### config.mk
export PLATFORM = sky130hd
export DESIGN_NAME = insn_queue
export DESIGN_NICKNAME = d
export VERILOG_FILES = /design/src/rtl/insn_queue_pkg.sv /design/src/rtl/insn_queue_fold.sv /design/src/rtl/insn_queue_mem.sv /design/src/rtl/insn_queue_ctrl.sv /design/src/rtl/insn_queue.sv
export SDC_FILE = /design/constraint.sdc
export NUM_CORES = 1
export LEC_CHECK = 0
export ABC_AREA = 1
export BUFFER_PORTS_ARGS = -buffer_cell sky130_fd_sc_hd__buf_2
export CAP_MARGIN = 20
export CORE_MARGIN = 1
export CORE_UTILIZATION = 40
export DETAILED_ROUTE_END_ITERATION = 6
export GPL_TIMING_DRIVEN = 0
export PLACE_DENSITY_LB_ADDON = 0.1
export SETUP_SLACK_MARGIN = 0.15
export SLEW_MARGIN = 20
export SYNTH_ARGS = -nofsm -noshare
export SYNTH_HDL_FRONTEND = slang
export SYNTH_SLANG_ARGS = --single-unit
### constraint.sdc
create_clock -name clk -period 13.2 [get_ports clk]
set_clock_uncertainty 0.05 [all_clocks]
set_input_delay 3.3 -clock clk [delete_from_list [all_inputs] [get_ports clk]]
set_output_delay 3.3 -clock clk [all_outputs]
set_load 0.01 [all_outputs]
### src/rtl/insn_queue_pkg.sv
package insn_queue_pkg;

    localparam int INSN_W   = 16;
    localparam int IMM_W    = 32;
    localparam int PC_W     = 32;
    localparam int PFX_BITS = 12;
    localparam int TAG_W    = INSN_W - PFX_BITS;
    localparam int FLAG_W   = 2;
    localparam int BUNDLE   = 2;
    localparam int PC_STEP  = INSN_W / 8;
    localparam logic [TAG_W-1:0] PFX_TAG = '1;

    typedef struct packed {
        logic [INSN_W-1:0] insn;
        logic [IMM_W-1:0]  imm;
        logic [FLAG_W-1:0] flags;
        logic [PC_W-1:0]   pc;
    } iq_entry_t;

    typedef struct packed {
        logic [IMM_W-1:0] val;
        logic             live;
        logic             multi;
    } fold_acc_t;

    typedef enum logic {
        ST_STREAM = 1'b0,
        ST_LOOP   = 1'b1
    } iq_state_e;

    function automatic logic is_prefix(input logic [INSN_W-1:0] w);
        return w[INSN_W-1:PFX_BITS] == PFX_TAG;
    endfunction

endpackage

### src/rtl/insn_queue_fold.sv
module insn_queue_fold
    import insn_queue_pkg::*;
(
    input  logic                      clk,
    input  logic                      rst_n,
    input  logic                      flush,
    input  logic                      take,
    input  logic [INSN_W-1:0]         insn0,
    input  logic [INSN_W-1:0]         insn1,
    input  logic [PC_W-1:0]           pc,
    output iq_entry_t [BUNDLE-1:0]    ents,
    output logic [1:0]                n_real
);

    fold_acc_t          acc_q;
    fold_acc_t          acc_d;
    logic [INSN_W-1:0]  words [BUNDLE];

    assign words[0] = insn0;
    assign words[1] = insn1;

    // Walk the bundle in program order; prefixes grow the accumulator,
    // real instructions pick it up and are packed to the low slots.
    always_comb begin
        acc_d  = acc_q;
        n_real = '0;
        ents   = '0;
        for (int k = 0; k < BUNDLE; k++) begin
            if (is_prefix(words[k])) begin
                acc_d.multi = acc_d.live;
                acc_d.val   = (acc_d.live ? (acc_d.val << PFX_BITS) : '0)
                            | IMM_W'(words[k][PFX_BITS-1:0]);
                acc_d.live  = 1'b1;
            end else begin
                ents[n_real[0]].insn  = words[k];
                ents[n_real[0]].imm   = acc_d.live ? acc_d.val : '0;
                ents[n_real[0]].flags = {acc_d.multi, acc_d.live};
                ents[n_real[0]].pc    = pc + PC_W'(k * PC_STEP);
                n_real                = n_real + 2'd1;
                acc_d                 = '0;
            end
        end
    end

    always_ff @(posedge clk) begin
        if (!rst_n || flush) begin
            acc_q <= '0;
        end else if (take) begin
            acc_q <= acc_d;
        end
    end

    p_flush_drops_acc_r8: assert property (@(posedge clk) disable iff (!rst_n)
        flush |=> !acc_q.live);

    p_prefix_no_slot_r3: assert property (@(posedge clk) disable iff (!rst_n)
        (take && is_prefix(insn0) && is_prefix(insn1)) |-> (n_real == 2'd0));

    p_carry_kept_r5: assert property (@(posedge clk) disable iff (!rst_n)
        (take && !flush && is_prefix(insn1)) |=> acc_q.live);

endmodule

### src/rtl/insn_queue_mem.sv
module insn_queue_mem
    import insn_queue_pkg::*;
#(
    parameter int DEPTH = 8,
    localparam int PTR_W = $clog2(DEPTH)
)(
    input  logic             clk,
    input  logic             we0,
    input  logic             we1,
    input  logic [PTR_W-1:0] wr_ptr,
    input  iq_entry_t        ent0,
    input  iq_entry_t        ent1,
    input  logic [PTR_W-1:0] rd_ptr,
    output iq_entry_t        rd_ent
);

    iq_entry_t        slots [DEPTH];
    logic [PTR_W-1:0] wr_ptr1;

    assign wr_ptr1 = wr_ptr + PTR_W'(1);

    for (genvar s = 0; s < DEPTH; s++) begin : g_slot
        always_ff @(posedge clk) begin
            if (we0 && wr_ptr == PTR_W'(s)) begin
                slots[s] <= ent0;
            end else if (we1 && wr_ptr1 == PTR_W'(s)) begin
                slots[s] <= ent1;
            end
        end
    end

    assign rd_ent = slots[rd_ptr];

endmodule

### src/rtl/insn_queue_ctrl.sv
module insn_queue_ctrl
    import insn_queue_pkg::*;
#(
    parameter int DEPTH = 8,
    localparam int PTR_W = $clog2(DEPTH),
    localparam int CNT_W = PTR_W + 1
)(
    input  logic             clk,
    input  logic             rst_n,
    input  logic             fetch_valid,
    input  logic [1:0]       n_real,
    input  logic             flush,
    input  logic             dec_ready,
    input  logic             loop_go,
    input  logic [PTR_W-1:0] loop_offset,
    input  logic [CNT_W-1:0] loop_len,
    output logic             fetch_ready,
    output logic             take,
    output logic             we0,
    output logic             we1,
    output logic [PTR_W-1:0] wr_ptr,
    output logic [PTR_W-1:0] rd_ptr,
    output logic             dec_valid
);

    iq_state_e        state_q, state_d;
    logic [CNT_W-1:0] count_q;
    logic [PTR_W-1:0] lstart_q, lend_q;
    logic [CNT_W-1:0] free_slots;
    logic [CNT_W:0]   span;
    logic             len_ok;
    logic             loop_ok;
    logic             in_loop;
    logic             pop;
    logic [PTR_W-1:0] start_d, end_d, eff_start, eff_end;
    logic [CNT_W-1:0] add_cnt, sub_cnt;

    assign free_slots = CNT_W'(DEPTH) - count_q;
    assign span       = (CNT_W+1)'(loop_offset) + (CNT_W+1)'(loop_len);
    assign len_ok     = (loop_len != '0) && (loop_len <= CNT_W'(DEPTH));

    always_ff @(posedge clk) begin
        if (!rst_n) begin
            state_q <= ST_STREAM;
        end else begin
            state_q <= state_d;
        end
    end

    always_comb begin
        state_d     = state_q;
        fetch_ready = 1'b0;
        loop_ok     = 1'b0;
        unique case (state_q)
            ST_STREAM: begin
                fetch_ready = !flush && (free_slots >= CNT_W'(2));
                loop_ok     = !flush && loop_go && len_ok
                            && (span <= (CNT_W+1)'(count_q));
                if (loop_ok) begin
                    state_d = ST_LOOP;
                end
            end
            ST_LOOP: begin
                if (flush) begin
                    state_d = ST_STREAM;
                end
            end
        endcase
    end

    assign dec_valid = (count_q != '0) && !flush;
    assign take      = fetch_valid && fetch_ready;
    assign pop       = dec_valid && dec_ready;
    assign in_loop   = (state_q == ST_LOOP) || loop_ok;
    assign we0       = take && (n_real != 2'd0);
    assign we1       = take && (n_real == 2'd2);

    assign start_d   = rd_ptr + loop_offset;
    assign end_d     = start_d + PTR_W'(loop_len - CNT_W'(1));
    assign eff_start = loop_ok ? start_d : lstart_q;
    assign eff_end   = loop_ok ? end_d : lend_q;
    assign add_cnt   = take ? CNT_W'(n_real) : '0;
    assign sub_cnt   = (pop && !in_loop) ? CNT_W'(1) : '0;

    always_ff @(posedge clk) begin
        if (!rst_n) begin
            rd_ptr   <= '0;
            wr_ptr   <= '0;
            count_q  <= '0;
            lstart_q <= '0;
            lend_q   <= '0;
        end else if (flush) begin
            rd_ptr  <= '0;
            wr_ptr  <= '0;
            count_q <= '0;
        end else begin
            if (loop_ok) begin
                lstart_q <= start_d;
                lend_q   <= end_d;
            end
            if (pop) begin
                rd_ptr <= (in_loop && rd_ptr == eff_end) ? eff_start
                                                         : rd_ptr + PTR_W'(1);
            end
            if (take) begin
                wr_ptr <= wr_ptr + PTR_W'(n_real);
            end
            count_q <= count_q + add_cnt - sub_cnt;
        end
    end

    p_count_bound_r6: assert property (@(posedge clk) disable iff (!rst_n)
        count_q <= CNT_W'(DEPTH));

    p_no_fetch_in_loop_r10: assert property (@(posedge clk) disable iff (!rst_n)
        (state_q == ST_LOOP) |-> !fetch_ready);

    p_flush_empties_r8: assert property (@(posedge clk) disable iff (!rst_n)
        flush |=> (count_q == '0) && (state_q == ST_STREAM));

    p_loop_keeps_entries_r10: assert property (@(posedge clk) disable iff (!rst_n)
        (state_q == ST_LOOP && !flush) |=> (count_q == $past(count_q)));

    p_loop_wrap_r10: assert property (@(posedge clk) disable iff (!rst_n)
        (state_q == ST_LOOP && pop && rd_ptr == lend_q) |=> (rd_ptr == $past(lstart_q)));

    p_loop_needs_len_r9: assert property (@(posedge clk) disable iff (!rst_n)
        (state_q == ST_STREAM && loop_go && loop_len == '0) |=> (state_q == ST_STREAM));

endmodule

### src/rtl/insn_queue.sv
module insn_queue
    import insn_queue_pkg::*;
#(
    parameter int DEPTH = 8,
    localparam int PTR_W = $clog2(DEPTH),
    localparam int CNT_W = PTR_W + 1
)(
    input  logic              clk,
    input  logic              rst_n,
    input  logic              fetch_valid,
    output logic              fetch_ready,
    input  logic [INSN_W-1:0] fetch_insn0,
    input  logic [INSN_W-1:0] fetch_insn1,
    input  logic [PC_W-1:0]   fetch_pc,
    input  logic              flush,
    input  logic              loop_go,
    input  logic [PTR_W-1:0]  loop_offset,
    input  logic [CNT_W-1:0]  loop_len,
    output logic              dec_valid,
    input  logic              dec_ready,
    output logic [INSN_W-1:0] dec_insn,
    output logic [IMM_W-1:0]  dec_imm,
    output logic [PC_W-1:0]   dec_pc,
    output logic [FLAG_W-1:0] dec_flags
);

    iq_entry_t [BUNDLE-1:0] ents;
    iq_entry_t              rd_ent;
    logic [1:0]             n_real;
    logic                   take, we0, we1;
    logic [PTR_W-1:0]       wr_ptr, rd_ptr;

    insn_queue_fold u_fold (
        .clk    (clk),
        .rst_n  (rst_n),
        .flush  (flush),
        .take   (take),
        .insn0  (fetch_insn0),
        .insn1  (fetch_insn1),
        .pc     (fetch_pc),
        .ents   (ents),
        .n_real (n_real)
    );

    insn_queue_ctrl #(.DEPTH(DEPTH)) u_ctrl (
        .clk         (clk),
        .rst_n       (rst_n),
        .fetch_valid (fetch_valid),
        .n_real      (n_real),
        .flush       (flush),
        .dec_ready   (dec_ready),
        .loop_go     (loop_go),
        .loop_offset (loop_offset),
        .loop_len    (loop_len),
        .fetch_ready (fetch_ready),
        .take        (take),
        .we0         (we0),
        .we1         (we1),
        .wr_ptr      (wr_ptr),
        .rd_ptr      (rd_ptr),
        .dec_valid   (dec_valid)
    );

    insn_queue_mem #(.DEPTH(DEPTH)) u_mem (
        .clk    (clk),
        .we0    (we0),
        .we1    (we1),
        .wr_ptr (wr_ptr),
        .ent0   (ents[0]),
        .ent1   (ents[1]),
        .rd_ptr (rd_ptr),
        .rd_ent (rd_ent)
    );

    assign dec_insn  = rd_ent.insn;
    assign dec_imm   = rd_ent.imm;
    assign dec_pc    = rd_ent.pc;
    assign dec_flags = rd_ent.flags;

endmodule

==> results of run 1 <==
synth_stat cells (21+ instances only):
| library cell | number | area, um^2 |
|---|---|---|
| ha_1 | 29 | 363 |
| o22ai_1 | 93 | 582 |
| buf_1 | 29 | 109 |
| clkbuf_1 | 221 | 830 |
| a21oi_1 | 45 | 225 |
| nor3_1 | 21 | 105 |
| nand3_1 | 64 | 320 |
| inv_2 | 42 | 158 |
| nor2_1 | 912 | 3420 |
| o21ai_1 | 107 | 536 |
| a31oi_1 | 82 | 513 |
| dfxtp_1 | 54 | 1080 |
| nand2_1 | 686 | 2570 |
| inv_1 | 141 | 529 |
| o21ai_0 | 622 | 3110 |
| edfxtp_1 | 656 | 19700 |
worst register-to-register path, delay by kind of cell (launching register included):
| kind | cells | cell delay, ns |
|---|---|---|
| fa+ha+maj | 1 | 0.22 |
| buf+inv | 8 | 1.54 |
| flops | 1 | 0.37 |
| compound gates | 3 | 0.48 |
| simple gates | 7 | 1.03 |
logic make-up after synthesis:
logic type / share of synthesized area
and+or+nand+nor: 0.193
AOI/OAI and AO/OA: 0.149
DFF: 0.589
buffers and inverters: 0.0501
adders and majority gates: 0.0126
xor gates and xnor gates: 0.00596
path summary, 6_finish.rpt:
kind | startpoint | end | cells after the start
max | flop | dec_pc[19] | 9
min | u_fold.acc_q[6] | u_fold.acc_q[6] | 2
max reg2reg | u_ctrl.count_q[1] | u_mem.slots[2][18] | 19
min reg2reg | u_fold.acc_q[6] | u_fold.acc_q[6] | 2
per-stage QoR:
step	setup slack [ns]	std cells
detailed placement	4.55	5292
finish	5.11	5441
CTS	5.20	5438
global route	5.06	5439
floorplan	1.99	3931
global placement	-6.27	5245
sequential cells by signal (all words and copies together) (netlist names), named ones only:
name,count
u_mem.slots,656
u_ctrl.wr_ptr,3
u_ctrl.count_q,4
u_ctrl.lend_q,3
u_fold.acc_q,34
u_ctrl.rd_ptr,3
u_ctrl.state_q,1
u_ctrl.lstart_q,3
placed cells by master (no fill, tap or decap), types with 20 or more instances in the layout:
| master | count |
|---|---|
| nand3_1 | 64 |
| buf_2 | 188 |
| nand2_1 | 686 |
| clkbuf_16 | 87 |
| xor2_1 | 20 |
| inv_1 | 141 |
| nor3_1 | 21 |
| o21ai_1 | 107 |
| edfxtp_1 | 656 |
| buf_16 | 40 |
| o21ai_0 | 614 |
| o22ai_1 | 93 |
| a21oi_1 | 45 |
| clkbuf_1 | 234 |
| nor2_1 | 912 |
| dfxtp_1 | 54 |
| inv_2 | 42 |
| a31oi_1 | 82 |
| ha_1 | 29 |
| clkinv_1 | 23 |
metal layers:
metal,up-vias,GRT usage,part of all wire
met4,6,0.180,0.056
li1,14000,-,-
met2,2298,0.525,0.42
met5,-,0,0.00044
met1,15800,0.496,0.40
met3,466,0.0865,0.13
cell type report:
| cell class | count | area (um^2) |
|---|---|---|
| clock inverter | 41 | 340 |
| multi-input combinational | 2762 | 12800 |
| antenna | 2 | 5.00 |
| tap | 1155 | 1450 |
| inverter | 186 | 698 |
| timing repair buffer | 207 | 2030 |
| clock buffer | 105 | 2240 |
| buffer | 273 | 1090 |
| fill | 8391 | 45600 |
| sequential | 710 | 20800 |
where the power goes:
group / switching [mW] / total, mW / internal [mW]
clock: 0.976 / 2.29 / 1.31
sequential: 0.0228 / 2.59 / 2.56
combinational: 0.618 / 0.863 / 0.245
==> summary.txt, run 1 <==
IO Pins - 161
GP Congestion - 0.978
Placeable Area - 0.0870 mm^2
die area - 0.0893 mm^2
post-route cell area - 0.0414 mm^2
total track usage - 0.359
final core utilization - 0.476
Die Ht - 299 um
CP Class - flop to primary output
Mapped Nets - 4041
Via Count - 32600
P per Cell Area - 139 mW/mm^2
Clock transition at path regs - 0.06 ns
WL/cell - 30.0 um
# nets final - 4333
worst min path class - flop to flop
first-pass iteration count of the detailed router - 6
vias in the first global route - 30200
crit path capture type - primary output
hold_ws - 0.414 ns
first-iteration detailed-routing DRC count - 4826
cts hold-fix bufs - 0
flop2flop setup slack - 9.20 ns
H-tree depth - 3
starting density of the core - 0.405
Layout area overhead - 17.5%
Mapped Avg Cell Area - 8.97 um^2
clock root buffer - clkbuf_16
most frequent CP cell - clkbuf_1
initial antenna violation count - 4
HPWL Detailed - 115000 um
largest net degree at the start of global routing - 20
critical path data required time - 9.85 ns
YS warnings - 0
highest clock rate - 124 MHz
IO buf count - 159
Tmin final - 8.09 ns
final setup fails - 0
crit path max-delay cell type - clkbuf_1
register bit total from synthesis - 710
count of different cell masters after synthesis - 43
Max VDD drop - 0.0820 mV
Power Total - 5.74 mW
leak pwr - 15.6 nW
delay-heaviest family, CP - buffers and inverters
Cells after Synth - 3931
crit path cell chain - inv_1, clkbuf_1, clkbuf_1, clkbuf_1, nor2_1, o22ai_1, nor2_1, a31oi_1, buf_2
Syn Std Cell Area - 0.0353 mm^2
vias per cell - 5.99
outcome - completed
DR DRC count - 0
GRT overflow - 0
area post-placement - 0.0388 mm^2
CP Max Fanout - 10
Final Hold Fails - 0
Clock Tree Buf Depth - 3
first-pass GRT wire length - 226000 um
Die X - 299 um
ANT nets after route - 0
final worst-path cycle share - 0.613
layout cells sized above 1 - 0.107
max cap viols - 0
cts bufs inserted - 83
measured slew at the worst slew-check pin - 1.29 ns
Rows - 108
Worst-Skew Late Latency - 0.65 ns
CP bufs+invs - 5
ys flop type - edfxtp_1
Clock Sink Count - 710
WL final - 163000 um
relative slew slack - 0.137
setup TNS - 0 ns
slowest cell delay on critical path - 0.78 ns
crit start category - flop
CTS resizes - 0
RSZ-0062 raised after global routing - false
setup bufs post-CTS - 0
async set-reset flop share out of synthesis - 0
Final Max Slew Viols - 0
sequential area share after synthesis - 0.589
CTS tree - yes
Post-synth EDFFs - 656
Arr. time, crit path - 4.74 ns
(Power assumes the default switching activity.)
==> run 2, diff against run 1 <==
ABC_AREA = 0   (was 1)
clock period = 7.65 ns   (was 13.2 ns; I/O delays follow)
==> run 2 against run 1 <==
  * Critical endpoint is now u_mem.slots[3][12]
  * Clock power grew 67%
  * Largest cell class unchanged
  * Sequential power is 70% higher
  * First-iteration DRC count down 25%
  * Critical path type is now primary input to flop
  * Hold slack worse by 0.012 ns
==> summary.txt, run 2 <==
outcome - completed
Final Max Slew Viols - 0
Post-synth EDFFs - 656
most frequent cells in the layout - 656 x edfxtp_1, 649 x nor2_1, 412 x a21oi_1, 234 x buf_2, 164 x mux4_2
Mapped Avg Cell Area - 12.2 um^2
final core utilization - 0.473
cts hold-fix bufs - 0
crit path cell chain - buf_2, nand4_1, inv_1, clkbuf_1, clkbuf_1, clkbuf_1, clkbuf_1, ha_1, nor2b_1, nor3_1, and2_1, buf_2, buf_2, o22ai_1
Clock Sink Count - 710
Die Ht - 298 um
cell-internal power - 6.95 mW
highest clock rate - 144 MHz
Rows - 108
top cells by count, synth - 656 x edfxtp_1, 655 x nor2_1, 412 x a21oi_1
Synth Area in Adders - 0.0126
initial antenna violation count - 13
Arr. time, crit path - 7.23 ns
# nets final - 3294
largest net degree at the start of global routing - 20
leak pwr - 14.6 nW
hold_ws - 0.402 ns
Mapped Nets - 2999
Die X - 298 um
Sequential Power Share - 0.469
layout cells sized above 1 - 0.216
Largest Register - u_mem.slots
cts bufs inserted - 80
CP Class - primary input to flop
YS warnings - 0
Worst-Skew Late Latency - 0.64 ns
max cap viols - 0
WL/cell - 31.9 um
ANT nets after route - 0
RSZ-0062 raised after global routing - false
top cell type's share of synthesized area - 0.561
Synth area leaders - edfxtp_1 56%, mux4_2 11%, nor2_1 7.0%
crit path capture type - flop
crit start category - primary input
flip-flop and latch area - 0.0208 mm^2
GP Congestion - 0.927
reg-to-reg critical path startpoint - u_ctrl.count_q[1]
H-tree depth - 3
total track usage - 0.313
Cells after Synth - 2889
Clock Tree Buf Depth - 3
starting density of the core - 0.404
largest family of logic cells by synthesized area - multiplexers
IO Pins - 161
first-pass GRT wire length - 196000 um
most common library cell in the layout ignoring fill and taps - edfxtp_1
CP bufs+invs - 8
Layout area overhead - 17.2%
HPWL Detailed - 97600 um
flop2flop setup slack - 3.51 ns
post-route cell area - 0.0411 mm^2
FF-to-FF End - u_mem.slots[5][41]
HP Start - u_fold.acc_q[26]
Clock transition at path regs - 0.06 ns
Net Sw Power - 2.44 mW
DR DRC count - 0
IO buf count - 158
combinational group share of total power - 0.124
Final Hold Fails - 0
sequential area share after synthesis - 0.592
Hold Path Sink - u_fold.acc_q[26]
slowest cell delay on critical path - 0.68 ns
WHS Path Cells - 2
delay-heaviest family, CP - buffers and inverters
measured slew at the worst slew-check pin - 1.19 ns
setup TNS - 0 ns
final worst-path cycle share - 0.907
critical path data required time - 7.95 ns
count of different cell masters after synthesis - 67
Max VDD drop - 0.159 mV
vias in the first global route - 26500
setup bufs post-CTS - 0
async set-reset flop share out of synthesis - 0
max FFs per register - 656
most frequent cell after synthesis - edfxtp_1
GRT overflow - 0
Synth Area in Compound Gates - 0.102
area post-placement - 0.0386 mm^2
Final Non-Filler Cells - 4405
crit path max-delay cell type - clkbuf_1
CTS resizes - 0
XOR/XNOR share of the synthesized area - 0.00998
CP Max Fanout - 10
register bit total from synthesis - 710
clock network power share - 0.407
worst min path class - flop to flop
ys flop type - edfxtp_1
first-iteration detailed-routing DRC count - 3620
CTS tree - yes
Placeable Area - 0.0869 mm^2
Tmin final - 6.94 ns
area of the multi-input gates - 0.0133 mm^2
cell taking the most area after synthesis - edfxtp_1
mux share of post-synthesis cell area - 0.138
final setup fails - 0
biggest regs - u_mem.slots (656), u_fold.acc_q (34), u_ctrl.count_q (4)
Syn Std Cell Area - 0.0351 mm^2
WL final - 140000 um
clock root buffer - clkbuf_16
cells on worst reg2reg path - 11
relative slew slack - 0.208
Synth Area in Simple Gates - 0.116
Via Count - 27000
P per Cell Area - 228 mW/mm^2
die area - 0.0890 mm^2
Fill cells - 7886
first-pass iteration count of the detailed router - 6
Sw Ratio - 0.260
vias per cell - 6.13
most frequent CP cell - clkbuf_1
placed insts - 4257
run 2: cell count changes after synthesis, sizes merged, moves of 78 or more:
cell,delta
o21ai,-696
nand2,-555
a21oi,+374
nor2,-273
mux4,+164
inv,-151
o22ai,-90
clkbuf,-84
mux2,+82
a31oi,-78
run 2: stage by stage:
step | power, mW | worst slack, ns
after CTS | 9.43 | 0.988
final | 9.39 | 0.713
after global placement | 5.58 | -5.99
after floorplan | 5.15 | 0.158
after detailed placement | 5.64 | 0.350
after global routing | 9.66 | 0.675
run 2: how the worst max path moves through the flow:
stage,startpoint,to,slack (ns),cells after the start
after floorplan,fetch_insn1[15],u_mem.slots[2][0],0.16,8
after global placement,fetch_insn1[15],u_mem.slots[0][54],-5.99,9
after detailed placement,fetch_insn1[15],u_mem.slots[3][12],0.35,14
after CTS,fetch_insn1[15],u_mem.slots[3][12],0.99,14
after global routing,fetch_insn1[15],u_mem.slots[3][12],0.67,14
final,fetch_insn1[15],u_mem.slots[3][12],0.71,14
run 2: worst min-delay path, stage by stage (launching register included):
cell and delay [ns]:
dfxtp_1 0.31, nand2_1 0.05, a21oi_1 0.05
run 2: power by group through the flow:
stage	Combinational, mW	Clock, mW	Sequential, mW
final	1.16	3.82	4.41
after global routing	1.24	4.01	4.42
after CTS	1.16	3.87	4.41
after detailed placement	1.15	0	4.49
after global placement	1.06	0	4.52
after floorplan	0.653	0	4.49
run 2: logic make-up after synthesis:
logic type | after synthesis
xor+xnor | 40
fa+ha+maj | 33
compound gates | 612
flops | 710
simple gates | 969
mux | 269
buf+inv | 256
run 2: layer usage:
metal	vias up	GRT usage	share of wire	wire (um)
li1	11400	-	-	-
met1	13700	0.419	0.39	55000
met2	1662	0.490	0.46	64400
met3	290	0.0710	0.10	14700
met4	8	0.131	0.044	6240
met5	-	0	0.00034	48
run 2: area by class of cell:
type / count / area share
sequential: 710 / 0.505
multi-input combinational: 1923 / 0.324
clock buffer: 109 / 0.0518
timing repair buffer: 213 / 0.0458
tap: 1155 / 0.0351
buffer: 223 / 0.0239
clock inverter: 38 / 0.0108
inverter: 33 / 0.00301
antenna: 1 / 0.0000608
